**src/rtl/seq_pkg.sv**
```systemverilog
package seq_pkg;

  typedef enum logic [2:0] {
    ST_IDLE,
    ST_LOAD,
    ST_ACTIVE,
    ST_HBLANK,
    ST_VBLANK
  } seq_state_e;

  // Smallest window edge along one axis.
  localparam int MIN_SPAN = 4;

  // First coordinate, limited so that a minimum window still fits the array.
  function automatic int clamp_first(input int first, input int dim);
    return (first > dim - MIN_SPAN) ? dim - MIN_SPAN : first;
  endfunction

  // Last coordinate: at least first+3, at most dim-1.
  function automatic int clamp_last(input int first_c, input int last, input int dim);
    int lo;
    lo = first_c + MIN_SPAN - 1;
    if (last < lo) return lo;
    if (last > dim - 1) return dim - 1;
    return last;
  endfunction

  function automatic int scan_step(input logic skip);
    return skip ? 2 : 1;
  endfunction

  // True when stepping past pos would leave the window.
  function automatic logic scan_is_last(input int pos, input int step, input int last);
    return (pos + step) > last;
  endfunction

endpackage

```
**src/rtl/seq_shadow.sv**
```systemverilog
module seq_shadow
  import seq_pkg::*;
#(
  parameter int ROWS  = 480,
  parameter int COLS  = 640,
  parameter int ROW_W = 9,
  parameter int COL_W = 10,
  parameter int BLK_W = 8,
  parameter int SUB_W = 8
) (
  input  logic             clk,
  input  logic             rst_n,
  input  logic             load,
  input  logic [ROW_W-1:0] cfg_first_row,
  input  logic [ROW_W-1:0] cfg_last_row,
  input  logic [COL_W-1:0] cfg_first_col,
  input  logic [COL_W-1:0] cfg_last_col,
  input  logic             cfg_row_skip,
  input  logic             cfg_col_skip,
  input  logic [BLK_W-1:0] cfg_hblank,
  input  logic [BLK_W-1:0] cfg_vblank,
  input  logic [7:0]       cfg_exp_hi,
  input  logic [7:0]       cfg_exp_lo,
  input  logic [SUB_W-1:0] cfg_exp_sub,
  output logic [ROW_W-1:0] win_first_row,
  output logic [ROW_W-1:0] win_last_row,
  output logic [COL_W-1:0] win_first_col,
  output logic [COL_W-1:0] win_last_col,
  output logic             row_skip,
  output logic             col_skip,
  output logic [BLK_W-1:0] hblank,
  output logic [BLK_W-1:0] vblank,
  output logic [15:0]      exp_rows,
  output logic [SUB_W-1:0] exp_sub
);

  localparam int ROW_RST_LAST = MIN_SPAN - 1;
  localparam int COL_RST_LAST = MIN_SPAN - 1;

  logic [ROW_W-1:0] fr_c, lr_c;
  logic [COL_W-1:0] fc_c, lc_c;

  always_comb begin
    fr_c = ROW_W'(clamp_first(int'(cfg_first_row), ROWS));
    lr_c = ROW_W'(clamp_last(int'(fr_c), int'(cfg_last_row), ROWS));
    fc_c = COL_W'(clamp_first(int'(cfg_first_col), COLS));
    lc_c = COL_W'(clamp_last(int'(fc_c), int'(cfg_last_col), COLS));
  end

  always_ff @(posedge clk or negedge rst_n) begin
    if (!rst_n) begin
      win_first_row <= '0;
      win_last_row  <= ROW_W'(ROW_RST_LAST);
      win_first_col <= '0;
      win_last_col  <= COL_W'(COL_RST_LAST);
      row_skip      <= 1'b0;
      col_skip      <= 1'b0;
      hblank        <= '0;
      vblank        <= '0;
      exp_rows      <= '0;
      exp_sub       <= '0;
    end else if (load) begin
      win_first_row <= fr_c;
      win_last_row  <= lr_c;
      win_first_col <= fc_c;
      win_last_col  <= lc_c;
      row_skip      <= cfg_row_skip;
      col_skip      <= cfg_col_skip;
      hblank        <= cfg_hblank;
      vblank        <= cfg_vblank;
      exp_rows      <= {cfg_exp_hi, cfg_exp_lo};
      exp_sub       <= cfg_exp_sub;
    end
  end

endmodule

```
**src/rtl/seq_scan_fsm.sv**
```systemverilog
module seq_scan_fsm
  import seq_pkg::*;
#(
  parameter int ROW_W = 9,
  parameter int COL_W = 10,
  parameter int BLK_W = 8
) (
  input  logic             clk,
  input  logic             rst_n,
  input  logic             run,
  input  logic [ROW_W-1:0] win_first_row,
  input  logic [ROW_W-1:0] win_last_row,
  input  logic [COL_W-1:0] win_first_col,
  input  logic [COL_W-1:0] win_last_col,
  input  logic             row_skip,
  input  logic             col_skip,
  input  logic [BLK_W-1:0] hblank,
  input  logic [BLK_W-1:0] vblank,
  output logic [ROW_W-1:0] sample_row,
  output logic [COL_W-1:0] sample_col,
  output logic             frame_load,
  output logic             ev_pixel,
  output logic             ev_row_done,
  output logic             ev_frame_done,
  output logic             state_idle
);

  seq_state_e       state;
  logic [ROW_W-1:0] row;
  logic [COL_W-1:0] col;
  logic [BLK_W-1:0] cnt;
  int               rstep, cstep;
  logic             col_last, row_last;
  logic             hblank_zero, vblank_zero, cnt_done;

  always_comb begin
    rstep       = scan_step(row_skip);
    cstep       = scan_step(col_skip);
    col_last    = scan_is_last(int'(col), cstep, int'(win_last_col));
    row_last    = scan_is_last(int'(row), rstep, int'(win_last_row));
    hblank_zero = (hblank == '0);
    vblank_zero = (vblank == '0);
    cnt_done    = (cnt == BLK_W'(1));
  end

  assign ev_pixel      = (state == ST_ACTIVE);
  assign ev_row_done   = ev_pixel && col_last;
  assign ev_frame_done = ev_row_done && row_last;
  assign state_idle    = (state == ST_IDLE);
  assign sample_row    = row;
  assign sample_col    = col;

  always_comb begin
    unique case (state)
      ST_IDLE:   frame_load = run;
      ST_ACTIVE: frame_load = ev_frame_done && vblank_zero && run;
      ST_VBLANK: frame_load = cnt_done && run;
      default:   frame_load = 1'b0;
    endcase
  end

  always_ff @(posedge clk or negedge rst_n) begin
    if (!rst_n) begin
      state <= ST_IDLE;
      row   <= '0;
      col   <= '0;
      cnt   <= '0;
    end else begin
      unique case (state)
        ST_IDLE: begin
          if (run) state <= ST_LOAD;
        end
        ST_LOAD: begin
          row   <= win_first_row;
          col   <= win_first_col;
          state <= ST_ACTIVE;
        end
        ST_ACTIVE: begin
          if (!col_last) begin
            col <= COL_W'(int'(col) + cstep);
          end else begin
            col <= win_first_col;
            if (row_last) begin
              if (!vblank_zero) begin
                cnt   <= vblank;
                state <= ST_VBLANK;
              end else begin
                state <= run ? ST_LOAD : ST_IDLE;
              end
            end else if (!run) begin
              state <= ST_IDLE;
            end else begin
              row <= ROW_W'(int'(row) + rstep);
              if (!hblank_zero) begin
                cnt   <= hblank;
                state <= ST_HBLANK;
              end
            end
          end
        end
        ST_HBLANK: begin
          if (cnt_done) state <= run ? ST_ACTIVE : ST_IDLE;
          else          cnt   <= cnt - BLK_W'(1);
        end
        ST_VBLANK: begin
          if (cnt_done) state <= run ? ST_LOAD : ST_IDLE;
          else          cnt   <= cnt - BLK_W'(1);
        end
        default: state <= ST_IDLE;
      endcase
    end
  end

endmodule

```
**src/rtl/seq_strobe_out.sv**
```systemverilog
module seq_strobe_out #(
  parameter int PIX_W = 10
) (
  input  logic             clk,
  input  logic             rst_n,
  input  logic             ev_pixel,
  input  logic             ev_row_done,
  input  logic             ev_frame_done,
  input  logic [PIX_W-1:0] sample_data,
  output logic [PIX_W-1:0] pix_data,
  output logic             pix_drdy,
  output logic             row_end_n,
  output logic             frame_end_n
);

  // Delay line so the row strobe trails its last pixel by one cycle
  // and the frame strobe trails it by two.
  localparam int FRAME_LAG = 2;

  logic                 row_q;
  logic [FRAME_LAG-1:0] frame_q;

  always_ff @(posedge clk or negedge rst_n) begin
    if (!rst_n) begin
      pix_data    <= '0;
      pix_drdy    <= 1'b0;
      row_q       <= 1'b0;
      frame_q     <= '0;
      row_end_n   <= 1'b1;
      frame_end_n <= 1'b1;
    end else begin
      if (ev_pixel) pix_data <= sample_data;
      pix_drdy    <= ev_pixel;
      row_q       <= ev_row_done;
      row_end_n   <= ~row_q;
      frame_q     <= {frame_q[FRAME_LAG-2:0], ev_frame_done};
      frame_end_n <= ~frame_q[FRAME_LAG-1];
    end
  end

endmodule

```
**src/rtl/sensor_readout_seq.sv**
```systemverilog
module sensor_readout_seq
  import seq_pkg::*;
#(
  parameter int ROWS  = 480,
  parameter int COLS  = 640,
  parameter int PIX_W = 10,
  parameter int BLK_W = 8,
  parameter int SUB_W = 8,
  localparam int ROW_W = $clog2(ROWS),
  localparam int COL_W = $clog2(COLS)
) (
  input  logic             clk,
  input  logic             rst_n,
  input  logic             run,
  input  logic [ROW_W-1:0] cfg_first_row,
  input  logic [ROW_W-1:0] cfg_last_row,
  input  logic [COL_W-1:0] cfg_first_col,
  input  logic [COL_W-1:0] cfg_last_col,
  input  logic             cfg_row_skip,
  input  logic             cfg_col_skip,
  input  logic [BLK_W-1:0] cfg_hblank,
  input  logic [BLK_W-1:0] cfg_vblank,
  input  logic [7:0]       cfg_exp_hi,
  input  logic [7:0]       cfg_exp_lo,
  input  logic [SUB_W-1:0] cfg_exp_sub,
  output logic [ROW_W-1:0] sample_row,
  output logic [COL_W-1:0] sample_col,
  input  logic [PIX_W-1:0] sample_data,
  output logic [PIX_W-1:0] pix_data,
  output logic             pix_drdy,
  output logic             row_end_n,
  output logic             frame_end_n,
  output logic [15:0]      exp_rows,
  output logic [SUB_W-1:0] exp_sub
);

  // Named internal events, visible to the bound checker.
  logic             frame_load;
  logic             ev_pixel;
  logic             ev_row_done;
  logic             ev_frame_done;
  logic             state_idle;
  logic [ROW_W-1:0] win_first_row, win_last_row;
  logic [COL_W-1:0] win_first_col, win_last_col;
  logic             row_skip, col_skip;
  logic [BLK_W-1:0] hblank, vblank;

  seq_shadow #(
    .ROWS(ROWS), .COLS(COLS), .ROW_W(ROW_W), .COL_W(COL_W),
    .BLK_W(BLK_W), .SUB_W(SUB_W)
  ) u_shadow (
    .clk           (clk),
    .rst_n         (rst_n),
    .load          (frame_load),
    .cfg_first_row (cfg_first_row),
    .cfg_last_row  (cfg_last_row),
    .cfg_first_col (cfg_first_col),
    .cfg_last_col  (cfg_last_col),
    .cfg_row_skip  (cfg_row_skip),
    .cfg_col_skip  (cfg_col_skip),
    .cfg_hblank    (cfg_hblank),
    .cfg_vblank    (cfg_vblank),
    .cfg_exp_hi    (cfg_exp_hi),
    .cfg_exp_lo    (cfg_exp_lo),
    .cfg_exp_sub   (cfg_exp_sub),
    .win_first_row (win_first_row),
    .win_last_row  (win_last_row),
    .win_first_col (win_first_col),
    .win_last_col  (win_last_col),
    .row_skip      (row_skip),
    .col_skip      (col_skip),
    .hblank        (hblank),
    .vblank        (vblank),
    .exp_rows      (exp_rows),
    .exp_sub       (exp_sub)
  );

  seq_scan_fsm #(
    .ROW_W(ROW_W), .COL_W(COL_W), .BLK_W(BLK_W)
  ) u_fsm (
    .clk           (clk),
    .rst_n         (rst_n),
    .run           (run),
    .win_first_row (win_first_row),
    .win_last_row  (win_last_row),
    .win_first_col (win_first_col),
    .win_last_col  (win_last_col),
    .row_skip      (row_skip),
    .col_skip      (col_skip),
    .hblank        (hblank),
    .vblank        (vblank),
    .sample_row    (sample_row),
    .sample_col    (sample_col),
    .frame_load    (frame_load),
    .ev_pixel      (ev_pixel),
    .ev_row_done   (ev_row_done),
    .ev_frame_done (ev_frame_done),
    .state_idle    (state_idle)
  );

  seq_strobe_out #(
    .PIX_W(PIX_W)
  ) u_out (
    .clk           (clk),
    .rst_n         (rst_n),
    .ev_pixel      (ev_pixel),
    .ev_row_done   (ev_row_done),
    .ev_frame_done (ev_frame_done),
    .sample_data   (sample_data),
    .pix_data      (pix_data),
    .pix_drdy      (pix_drdy),
    .row_end_n     (row_end_n),
    .frame_end_n   (frame_end_n)
  );

endmodule

```
**config.mk**
```make
export PLATFORM = sky130hd
export DESIGN_NAME = sensor_readout_seq
export DESIGN_NICKNAME = d
export VERILOG_FILES = /design/src/rtl/seq_pkg.sv /design/src/rtl/seq_shadow.sv /design/src/rtl/seq_scan_fsm.sv /design/src/rtl/seq_strobe_out.sv /design/src/rtl/sensor_readout_seq.sv
export SDC_FILE = /design/constraint.sdc
export NUM_CORES = 1
export LEC_CHECK = 0
export BUFFER_PORTS_ARGS = -buffer_cell sky130_fd_sc_hd__buf_2
export CORE_MARGIN = 4
export CORE_UTILIZATION = 28
export CTS_CLUSTER_SIZE = 12
export DETAILED_ROUTE_END_ITERATION = 12
export HOLD_SLACK_MARGIN = 0.15
export SETUP_SLACK_MARGIN = 0.4
export SLEW_MARGIN = 20
export SYNTH_ARGS = -nofsm -noshare
export SYNTH_HDL_FRONTEND = slang
export SYNTH_SLANG_ARGS = --single-unit
```
**constraint.sdc**
```tcl
create_clock -name clk -period 4.85 [get_ports clk]
set_clock_uncertainty 0.15 [all_clocks]
set_input_delay 0.97 -clock clk [delete_from_list [all_inputs] [get_ports clk]]
set_output_delay 0.97 -clock clk [all_outputs]
set_load 0.01 [all_outputs]
```
Word-level counts from Yosys, hierarchy flattened. Index checks and enable logic that the tools add are counted.

Input bits: 93. Register bits: 126.

Magnitude comparators: 8. Reduce and logical (&&, ||, !) cells: 14. Muxes and demuxes: 43. Add/sub/neg operators: 7. Bitwise logic cells: 2. Equality and inequality tests: 16.

Operator list (count): $mux W9 (8); $mux W10 (6); $mux W8 (6); $add A10 B32 Y32 (1); $add A11 B32 Y32 (1); $gt A32 B10 Y1 (1); $gt A32 B11 Y1 (1); $lt A10 B32 Y1 (1); $lt A11 B32 Y1 (1); $mux W3 (8); $gt A10 B10 Y1 const B (2); $pmux W10 S2 (1); $gt A9 B9 Y1 const B (2); $pmux W9 S2 (1); $logic_not A8 Y1 (2); $pmux W8 S2 (1); $pmux W3 S5 (1); $sub A11 B1 Y12 const B (1); $add A10 B3 Y11 const B (1); $sub A10 B1 Y11 const B (1); $add A9 B3 Y10 const B (1); $ne A2 B2 Y1 const B (5); $ne A3 B3 Y1 const B (3); $eq A8 B1 Y1 const B (1); other kinds (17) (33).

Logic depth before layout (Yosys ltp). Gate-level depths: netlist (run 1).

Word-level depth: 9. Mapped depth: 18. Mapped depth without buffers: 17.

Modules after synthesis. From an unflattened synthesis (run 1), not the netlist that was laid out.

Cells, all modules: 733. Area total of the unflattened synthesis: 7480.9 um2.

By module, submodules not included: seq_shadow (times used 1, seq. area each 2006.9 um2, cells each 369, area each 4095.2 um2); seq_scan_fsm (times used 1, seq. area each 750.7 um2, cells each 335, area each 2813.9 um2); seq_strobe_out (times used 1, seq. area each 402.9 um2, cells each 29, area each 571.8 um2).

Worst setup path after synthesis (run 1). Ideal clock, no wire load.

Kind: input-to-reg. Start: input cfg_first_row[0]. End: register u_shadow.win_last_row[1]. Slack: 0.757 ns. Cell stages on the path: 14. Data arrival time: 3.868 ns. Cell sequence: o2111a_1 -> nor2_1 -> or2_2 -> nand2_1 -> ha_1 -> nor2_1 -> a41oi_1 -> ha_1 -> and3_1 -> o2111ai_1 -> a21oi_1 -> a2111oi_4 -> mux2_2 -> mux2i_1.

Cells in the longest elaborated chain, start to end: 9. Elaborated cells between the ends (all ways): 10. Classes of those cells: 2 x add/sub; 2 x order compare; 6 x mux.

RTL lines: from (decl) (RTL line sensor_readout_seq.sv:15) `input logic [ROW_W-1:0] cfg_first_row,`; $gt A9 B9 Y1 (RTL line seq_pkg.sv:16) `return (first > dim - MIN_SPAN) ? dim - MIN_SPAN : first;`; $mux W9 (*) (RTL line seq_pkg.sv:16); $add A9 B3 Y10 (*) (RTL line seq_pkg.sv:22) `lo = first_c + MIN_SPAN - 1;`; $sub A10 B1 Y11 (*) (RTL line seq_pkg.sv:22); $lt A10 B32 Y1 (RTL line seq_pkg.sv:23) `if (last < lo) return lo;`; $mux W9 (RTL line seq_pkg.sv:23); $mux W9 (RTL line seq_pkg.sv:24) `if (last > dim - 1) return dim - 1;`; $mux W9 (RTL line seq_pkg.sv:25) `return last;`; $mux W9 (*) (RTL line seq_pkg.sv:24); to (signal assigned) (RTL line seq_shadow.sv:53) `win_last_row <= ROW_W'(ROW_RST_LAST);`; to (signal assigned) (RTL line seq_shadow.sv:64) `win_last_row <= lr_c;`; to (decl) (RTL line seq_shadow.sv:26) `output logic [ROW_W-1:0] win_last_row,`.

Every way passes the cells marked *; elsewhere a longest branch is shown, timed or not. A chain may end at the register's enable or synchronous reset.

Final worst setup path (run 1).
Start: input cfg_first_col[3]. End: register u_shadow.win_last_col[4].

Cells in the longest elaborated chain, start to end: 9. Elaborated cells between the ends (all ways): 10. Classes of those cells: 2 x add/sub; 2 x order compare; 6 x mux.

RTL lines: from (decl) (RTL line sensor_readout_seq.sv:17) `input logic [COL_W-1:0] cfg_first_col,`; $gt A10 B10 Y1 (RTL line seq_pkg.sv:16); $mux W10 (*) (RTL line seq_pkg.sv:16); $add A10 B3 Y11 (*) (RTL line seq_pkg.sv:22); $sub A11 B1 Y12 (*) (RTL line seq_pkg.sv:22); $lt A11 B32 Y1 (RTL line seq_pkg.sv:23); $mux W10 (RTL line seq_pkg.sv:23); $mux W10 (RTL line seq_pkg.sv:24); $mux W10 (RTL line seq_pkg.sv:25); $mux W10 (*) (RTL line seq_pkg.sv:24); to (signal assigned) (RTL line seq_shadow.sv:55) `win_last_col <= COL_W'(COL_RST_LAST);`; to (signal assigned) (RTL line seq_shadow.sv:66) `win_last_col <= lc_c;`; to (decl) (RTL line seq_shadow.sv:28) `output logic [COL_W-1:0] win_last_col,`.

Marked as above.

==> flow_metrics.py, run 1 <==
metrics = {
    "logic_synthesis": {
        "synth_top_flop_cell": "dfrtp_1",
        "yosysTopAreaCellShare_pct": 39.9,
        "synth.avg_cell_area_um2": 10.1,
        "ys_ff_latch": 126,
        "yosys.area.top_type": "dfrtp_1",
        "synth_fp_nets": 884,
        "yosys_warnings": 0,
        "async_flop_share_pct": 100,
        "synth.area.top_cells": "dfrtp_1 (40%), mux2_1 (8.2%), ha_1 (7.3%), mux2i_1 (5.2%), nand2_1 (3.7%)",
        "synth_edf_count": 0,
        "syn_inst": 745,
        "ys_seq_area_share_pct": 42.0,
        "syn_area_um2": 7530,
        "ys_types": 70,
    },
    "placed_design": {
        "port-buffer-count": 148,
        "finalWeightedCongestion": 0.806,
        "hpwl_um": 14400,
    },
    "clock_network": {
        "ctsHoldBuffers": 0,
        "cts.sinks": 126,
        "cts_buffers": 17,
        "cts_root_buf": "clkbuf_16",
        "clkTransAtPathRegs_ps": 60,
        "cts_tree": "done",
        "clk_latency_ps": 420,
        "clockBufferDepth": 2,
        "ctsHtreeMaxLevel": 4,
    },
    "drt": {
        "met1_length_um": 8740,
        "drt_iter0_markers": 290,
        "dr_wl_met3_um": 1190,
        "viasPerCell": 4.84,
        "route.met2.wl_um": 8940,
        "ant_nets": 0,
        "dr.pass1.iters": 5,
        "vias": 6022,
        "wirelength_um": 19100,
        "maxUsedRoutingLayer": "met4",
        "drc": 0,
        "detail_route.wl_per_cell_um": 15.4,
    },
    "grt": {
        "grt_pass1_vias": 5964,
        "track_usage_pct": 12.8,
        "grt_antenna_before_repair": 1,
        "grt_max_degree": 65,
        "grt_pass1_wl_um": 30300,
        "overflow": 0,
    },
    "worst_setup_path": {
        "critPathMaxFanout": 10,
        "startpoint_type": "input port",
        "cp_cell_sequence": "buf_2, and3_1, nand3_1, nor2_2, a21oi_4, and2_1, inv_1, ha_1, nor2_1, o21ai_0, ha_1, nand2_1, nor2_1, a211oi_1, o21ai_0, a21oi_2, buf_4, mux2_2, mux2i_1",
        "path_depth": 19,
        "reg2regPathDepth": 17,
        "crit_path_end_kind": "register",
        "r2r_end": "u_shadow.exp_rows[11]",
        "crit_buf_inv": 3,
        "worst_path_max_delay_cell": "mux2_2",
        "worstPathRequired_ps": 5040,
        "critical-path-top-delay-family": "simple AND/OR/NAND/NOR gates",
        "r2r_slack_ps": 730,
        "crit_path_max_incr_delay_ps": 360,
        "r2r-start": "u_shadow.row_skip",
        "path_class": "in -> reg",
        "startpoint": "cfg_first_col[3]",
        "arrival_ps": 4340,
    },
    "timing": {
        "max_freq_mhz": 241,
        "final.setup.tns_ps": 0,
        "tightest_slew_ps": 841,
        "timing.final.crit_period_ps": 4160,
        "setup_viol": 0,
        "hold_viol": 0,
        "finalCritPeriodShare_pct": 85.7,
        "rsz0062_at_grt": "false",
        "drv_slew": 0,
        "timing.slew.headroom_pct": 43.9,
        "whs_ps": 200,
    },
    "final_layout": {
        "final_common_cell": "buf_2",
        "layout_common_cells": "buf_2 (147), dfrtp_1 (120), nand2_1 (75)",
        "final_util_pct": 35.3,
        "syn_to_final_growth_pct": 23.2,
        "drive_above_1_share_pct": 26.6,
        "nets": 1033,
    },
    "worst_hold_path": {
        "min-delay-start": "u_out.frame_q[1]",
        "holdPathEnd": "u_out.frame_end_n",
        "hold_path_class": "reg -> reg",
        "holdPathStages": 1,
    },
    "power_and_ir_drop": {
        "total_power_mw": 6.36,
        "vdd.ir_drop.worst_v": 0.000315,
        "powerDensity_nw_per_um2": 685,
        "p_leak_nw": 4.31,
    },
    "floorplan": {
        "die-area_um2": 29600,
        "rows": 59,
        "start_util_pct": 28.7,
        "fp.coreArea_um2": 26300,
        "io_pins": 149,
        "fp.dieW_um": 172,
        "die_y_um": 172,
    },
    "status": {
        "status": "finished clean",
    },
    "job": {
        "cap_violations": 0,
    },
}
==> power by group <==
group          leakage (nW)  total [mW]  internal, mW  switching (mW)
clock                 0.288        1.26         0.692           0.570
combinational          2.54        3.11          1.38            1.74
sequential             1.49        1.98          1.59           0.390
total                  4.31        6.36          3.66            2.70
==> stage by stage <==
| stage | cell area [µm²] | instances | setup slack [ps] |
|---|---|---|---|
| after detailed placement | 8610 | 1206 | 185 |
| final | 9270 | 1243 | 694 |
| after CTS | 9200 | 1238 | 483 |
| after global routing | 9270 | 1243 | 398 |
| after global placement | 8610 | 1206 | 243 |
| after floorplan | 7530 | 745 | 757 |
==> layout make-up <==
type | instances | area (µm²)
Clock buffer | 17 | 425
Sequential cell | 126 | 3160
Tap cell | 335 | 419
Timing Repair Buffer | 160 | 880
Antenna cell | 1 | 2.50
Clock inverter | 15 | 163
Fill cell | 2691 | 17000
Multi-Input combinational cell | 542 | 4050
Inverter | 47 | 176
==> sequential cells by signal, indices dropped and copies added, names as in the netlist, 8 cells and up <==
register	count
u_shadow.win_last_col	10
u_fsm.sample_row	9
u_fsm.cnt	8
u_shadow.exp_rows	16
u_shadow.win_first_row	9
u_fsm.sample_col	10
u_shadow.exp_sub	8
u_shadow.win_first_col	10
u_shadow.win_last_row	9
u_out.pix_data	10
u_shadow.hblank	8
u_shadow.vblank	8
==> Yosys cell counts, types with 3 or more instances <==
cell type / number
a211oi_1: 3
a21o_1: 9
a21oi_1: 35
a221o_1: 3
a31oi_1: 12
and2_1: 6
and3_1: 6
buf_1: 3
buf_2: 4
buf_6: 9
clkbuf_1: 12
dfrtp_1: 120
dfstp_2: 6
ha_1: 44
inv_1: 46
mux2_1: 55
mux2_2: 18
mux2i_1: 39
nand2_1: 75
nand2b_1: 15
nand3_1: 21
nand3b_1: 3
nand4_1: 6
nor2_1: 56
nor2b_1: 5
nor3_1: 13
nor3b_1: 3
nor4_1: 3
o21ai_0: 26
o221a_2: 3
o22ai_1: 8
o31ai_1: 3
or2_2: 3
or3_1: 4
xnor2_1: 12
xor2_1: 13
==> repair_timing <==
item                       CTS  global route
setup endpoints to repair   56            91
pin swaps                    0             2
buffers inserted             0             3
resized for setup            1             8
gates cloned                 0             1
==> kinds of logic after synthesis <==
| group | after synthesis | synth area share (%) |
|---|---|---|
| compound gates | 131 | 11.8 |
| xor+xnor | 25 | 2.91 |
| fa+ha+maj | 46 | 7.84 |
| buf+inv | 77 | 4.90 |
| flops | 126 | 42.0 |
| mux | 113 | 16.3 |
| simple gates | 227 | 14.3 |
==> per-layer routing <==
layer	global-route usage, %	up-vias
met5	0	-
met4	4.07	0
met3	3.18	24
met2	21.1	168
met1	16.8	2884
li1	-	2946
==> worst max-delay path by stage <==
stage / end / slack (ps)
3_3_place_gp: u_shadow.win_last_col[6] / 240
4_1_cts: u_shadow.exp_sub[3] / 480
2_1_floorplan: u_shadow.win_last_row[1] / 760
3_5_place_dp: u_shadow.win_last_col[3] / 180
6_report: u_shadow.win_last_col[4] / 690
5_1_grt: u_shadow.exp_sub[5] / 400
Note: power is estimated with default switching activity, not from simulation.
==> inputs of run 2 (changes only) <==
--- a/config.mk
+++ b/config.mk
@@ -5,12 +5,13 @@
 export SDC_FILE = /design/constraint.sdc
 export NUM_CORES = 1
 export LEC_CHECK = 0
-export BUFFER_PORTS_ARGS = -buffer_cell sky130_fd_sc_hd__buf_2
+export BUFFER_PORTS_ARGS = -buffer_cell sky130_fd_sc_hd__buf_4
 export CORE_MARGIN = 4
 export CORE_UTILIZATION = 28
 export CTS_CLUSTER_SIZE = 12
 export DETAILED_ROUTE_END_ITERATION = 12
 export HOLD_SLACK_MARGIN = 0.15
+export RECOVER_POWER = 100
 export SETUP_SLACK_MARGIN = 0.4
 export SLEW_MARGIN = 20
 export SYNTH_ARGS = -nofsm -noshare
==> run 2 against run 1 <==
Core utilization rose by 0.68 points. Sequential share of layout area down 0.64 points. Cell count up 0.32%. Register-to-register slack lost 150 ps. Global-route usage up 0.23 points. The run now ends with max-capacitance violations, max-slew violations left. Clock power increased by 6%. Count of clock-buffer cells in the layout rose by 1.
==> flow_metrics.py, run 2 (same netlist as run 1, synthesis figures left out) <==
metrics = {
    "status": {
        "status": "finished, violations left",
        "violations": "max-capacitance violations, max-slew violations",
    },
    "grt": {
        "grt_pass1_wl_um": 30800,
        "grt_max_degree": 67,
        "grt_antenna_before_repair": 0,
        "track_usage_pct": 13.1,
        "overflow": 0,
        "grt_pass1_vias": 6038,
    },
    "power_and_ir_drop": {
        "powerDensity_nw_per_um2": 676,
        "p_switching_mw": 2.67,
        "power_frac_seq_pct": 31.1,
        "swShare_pct": 41.8,
        "vdd.ir_drop.worst_v": 0.000355,
        "p_leak_nw": 4.25,
        "p_comb_share_pct": 48.1,
        "p_int_mw": 3.72,
        "clock_power_share_pct": 20.8,
    },
    "worst_setup_path": {
        "path_class": "reg -> reg",
        "reg2regPathDepth": 16,
        "worstPathRequired_ps": 5040,
        "critPathMaxFanout": 7,
        "r2r-start": "u_shadow.row_skip",
        "r2r_slack_ps": 580,
        "crit_path_end_kind": "register",
        "startpoint_type": "register",
        "r2r_end": "u_fsm.cnt[1]",
        "startpoint": "u_shadow.row_skip",
        "arrival_ps": 4460,
    },
    "clock_network": {
        "ctsHtreeMaxLevel": 4,
        "cts_root_buf": "clkbuf_16",
        "cts.sinks": 126,
        "clockBufferDepth": 2,
        "clkTransAtPathRegs_ps": 60,
        "clk_latency_ps": 420,
        "cts_buffers": 17,
        "ctsHoldBuffers": 0,
        "cts_tree": "done",
    },
    "timing": {
        "drv_slew": 61,
        "rsz0062_at_grt": "false",
        "timing.final.crit_period_ps": 4270,
        "tightest_slew_ps": 3380,
        "final.setup.tns_ps": 0,
        "setup_viol": 0,
        "hold_viol": 0,
        "timing.slew.headroom_pct": -125,
        "max_freq_mhz": 234,
        "finalCritPeriodShare_pct": 88.0,
    },
    "final_layout": {
        "nets": 1038,
        "drive_above_1_share_pct": 20.0,
        "syn_to_final_growth_pct": 25.5,
        "final_common_cell": "dfrtp_1",
        "layout_common_cells": "dfrtp_1 (120), buf_4 (99), nand2_1 (75)",
        "antenna_cells": 0,
        "largest_register_ffs": 16,
        "fin_cells": 1247,
        "regMostFlops": "u_shadow.exp_rows",
    },
    "drt": {
        "dr.pass1.iters": 4,
        "drt_iter0_markers": 281,
        "ant_nets": 0,
        "drc": 0,
        "viasPerCell": 4.89,
        "wirelength_um": 19800,
        "detail_route.wl_per_cell_um": 15.9,
        "vias": 6094,
    },
    "floorplan": {
        "die-area_um2": 29600,
        "die_y_um": 172,
        "io_pins": 149,
        "start_util_pct": 28.7,
        "fp.dieW_um": 172,
        "fp.coreArea_um2": 26300,
        "rows": 59,
    },
    "placed_design": {
        "finalWeightedCongestion": 0.793,
        "hpwl_um": 14600,
        "port-buffer-count": 148,
        "dp.cells": 1205,
    },
    "worst_hold_path": {
        "hold_path_class": "reg -> reg",
        "holdPathStages": 1,
        "min-delay-start": "u_out.row_q",
        "holdPathEnd": "u_out.row_end_n",
    },
    "job": {
        "cap_violations": 1,
    },
}
==> run 2: power groups by stage <==
| stage | clock [mW] | sequential [mW] | combinational [mW] |
|---|---|---|---|
| floorplan | 0 | 1.98 | 2.17 |
| global placement | 0 | 2.00 | 3.11 |
| detailed placement | 0 | 2.01 | 3.18 |
| CTS | 1.37 | 1.99 | 3.19 |
| global route | 1.42 | 2.06 | 3.46 |
| finish | 1.33 | 1.99 | 3.07 |
==> run 2: worst max path at each step <==
stage / slack [ps] / to
3_3_place_gp: 280 / u_shadow.win_last_col[5]
5_1_grt: 250 / u_shadow.win_first_col[8]
2_1_floorplan: 760 / u_shadow.win_last_row[1]
6_report: 580 / u_fsm.cnt[1]
3_5_place_dp: 160 / u_shadow.win_last_col[6]
4_1_cts: 510 / u_shadow.win_first_col[3]
==> run 2: stage by stage <==
| step | cell area, µm² | setup slack [ps] | power, mW | utilization [%] | hold WS, ps |
|---|---|---|---|---|---|
| 3_3_place_gp | 8970 | 276 | 5.11 | 34.1 | 194 |
| 4_1_cts | 9580 | 506 | 6.56 | 36.5 | 206 |
| 3_5_place_dp | 8970 | 163 | 5.19 | 34.1 | 193 |
| 6_report | 9450 | 583 | 6.39 | 36.0 | 203 |
| 2_1_floorplan | 7530 | 757 | 4.14 | - | 181 |
| 5_1_grt | 9450 | 249 | 6.95 | 36.0 | 217 |
==> run 2: what timing repair did <==
item | CTS | global route
endpoints found under the setup margin | 31 | 92
gates cloned | 0 | 2
resized for setup | 1 | 6
pin swaps | 0 | 3
buffers inserted | 0 | 8
==> run 2: layer usage <==
metal	GRT usage, %	up-vias	share of wire (%)
li1	-	2958	-
met1	17.6	2936	46
met2	20.7	181	45
met3	3.57	19	7.1
met4	3.86	0	1.2
met5	0	-	0
==> run 2: worst max-delay path, cell delays in order, from the launching register on <==
cell	delay, ps
dfrtp_1	410
inv_1	60
ha_1	210
fa_1	440
nand3_1	180
inv_1	60
nand3_1	180
nor2_1	90
xor2_1	170
ha_1	350
nand3_1	110
nor3_1	330
and2_0	240
a21oi_1	150
o211ai_1	440
and2_1	400
mux2i_1	230
==> run 2: layout make-up <==
type	count	area [µm²]
fill	2717	16800
multi-input combinational	542	4020
sequential	126	3160
timing repair buffer	165	1070
clock buffer	18	439
tap	335	419
inverter	47	176
clock inverter	14	171
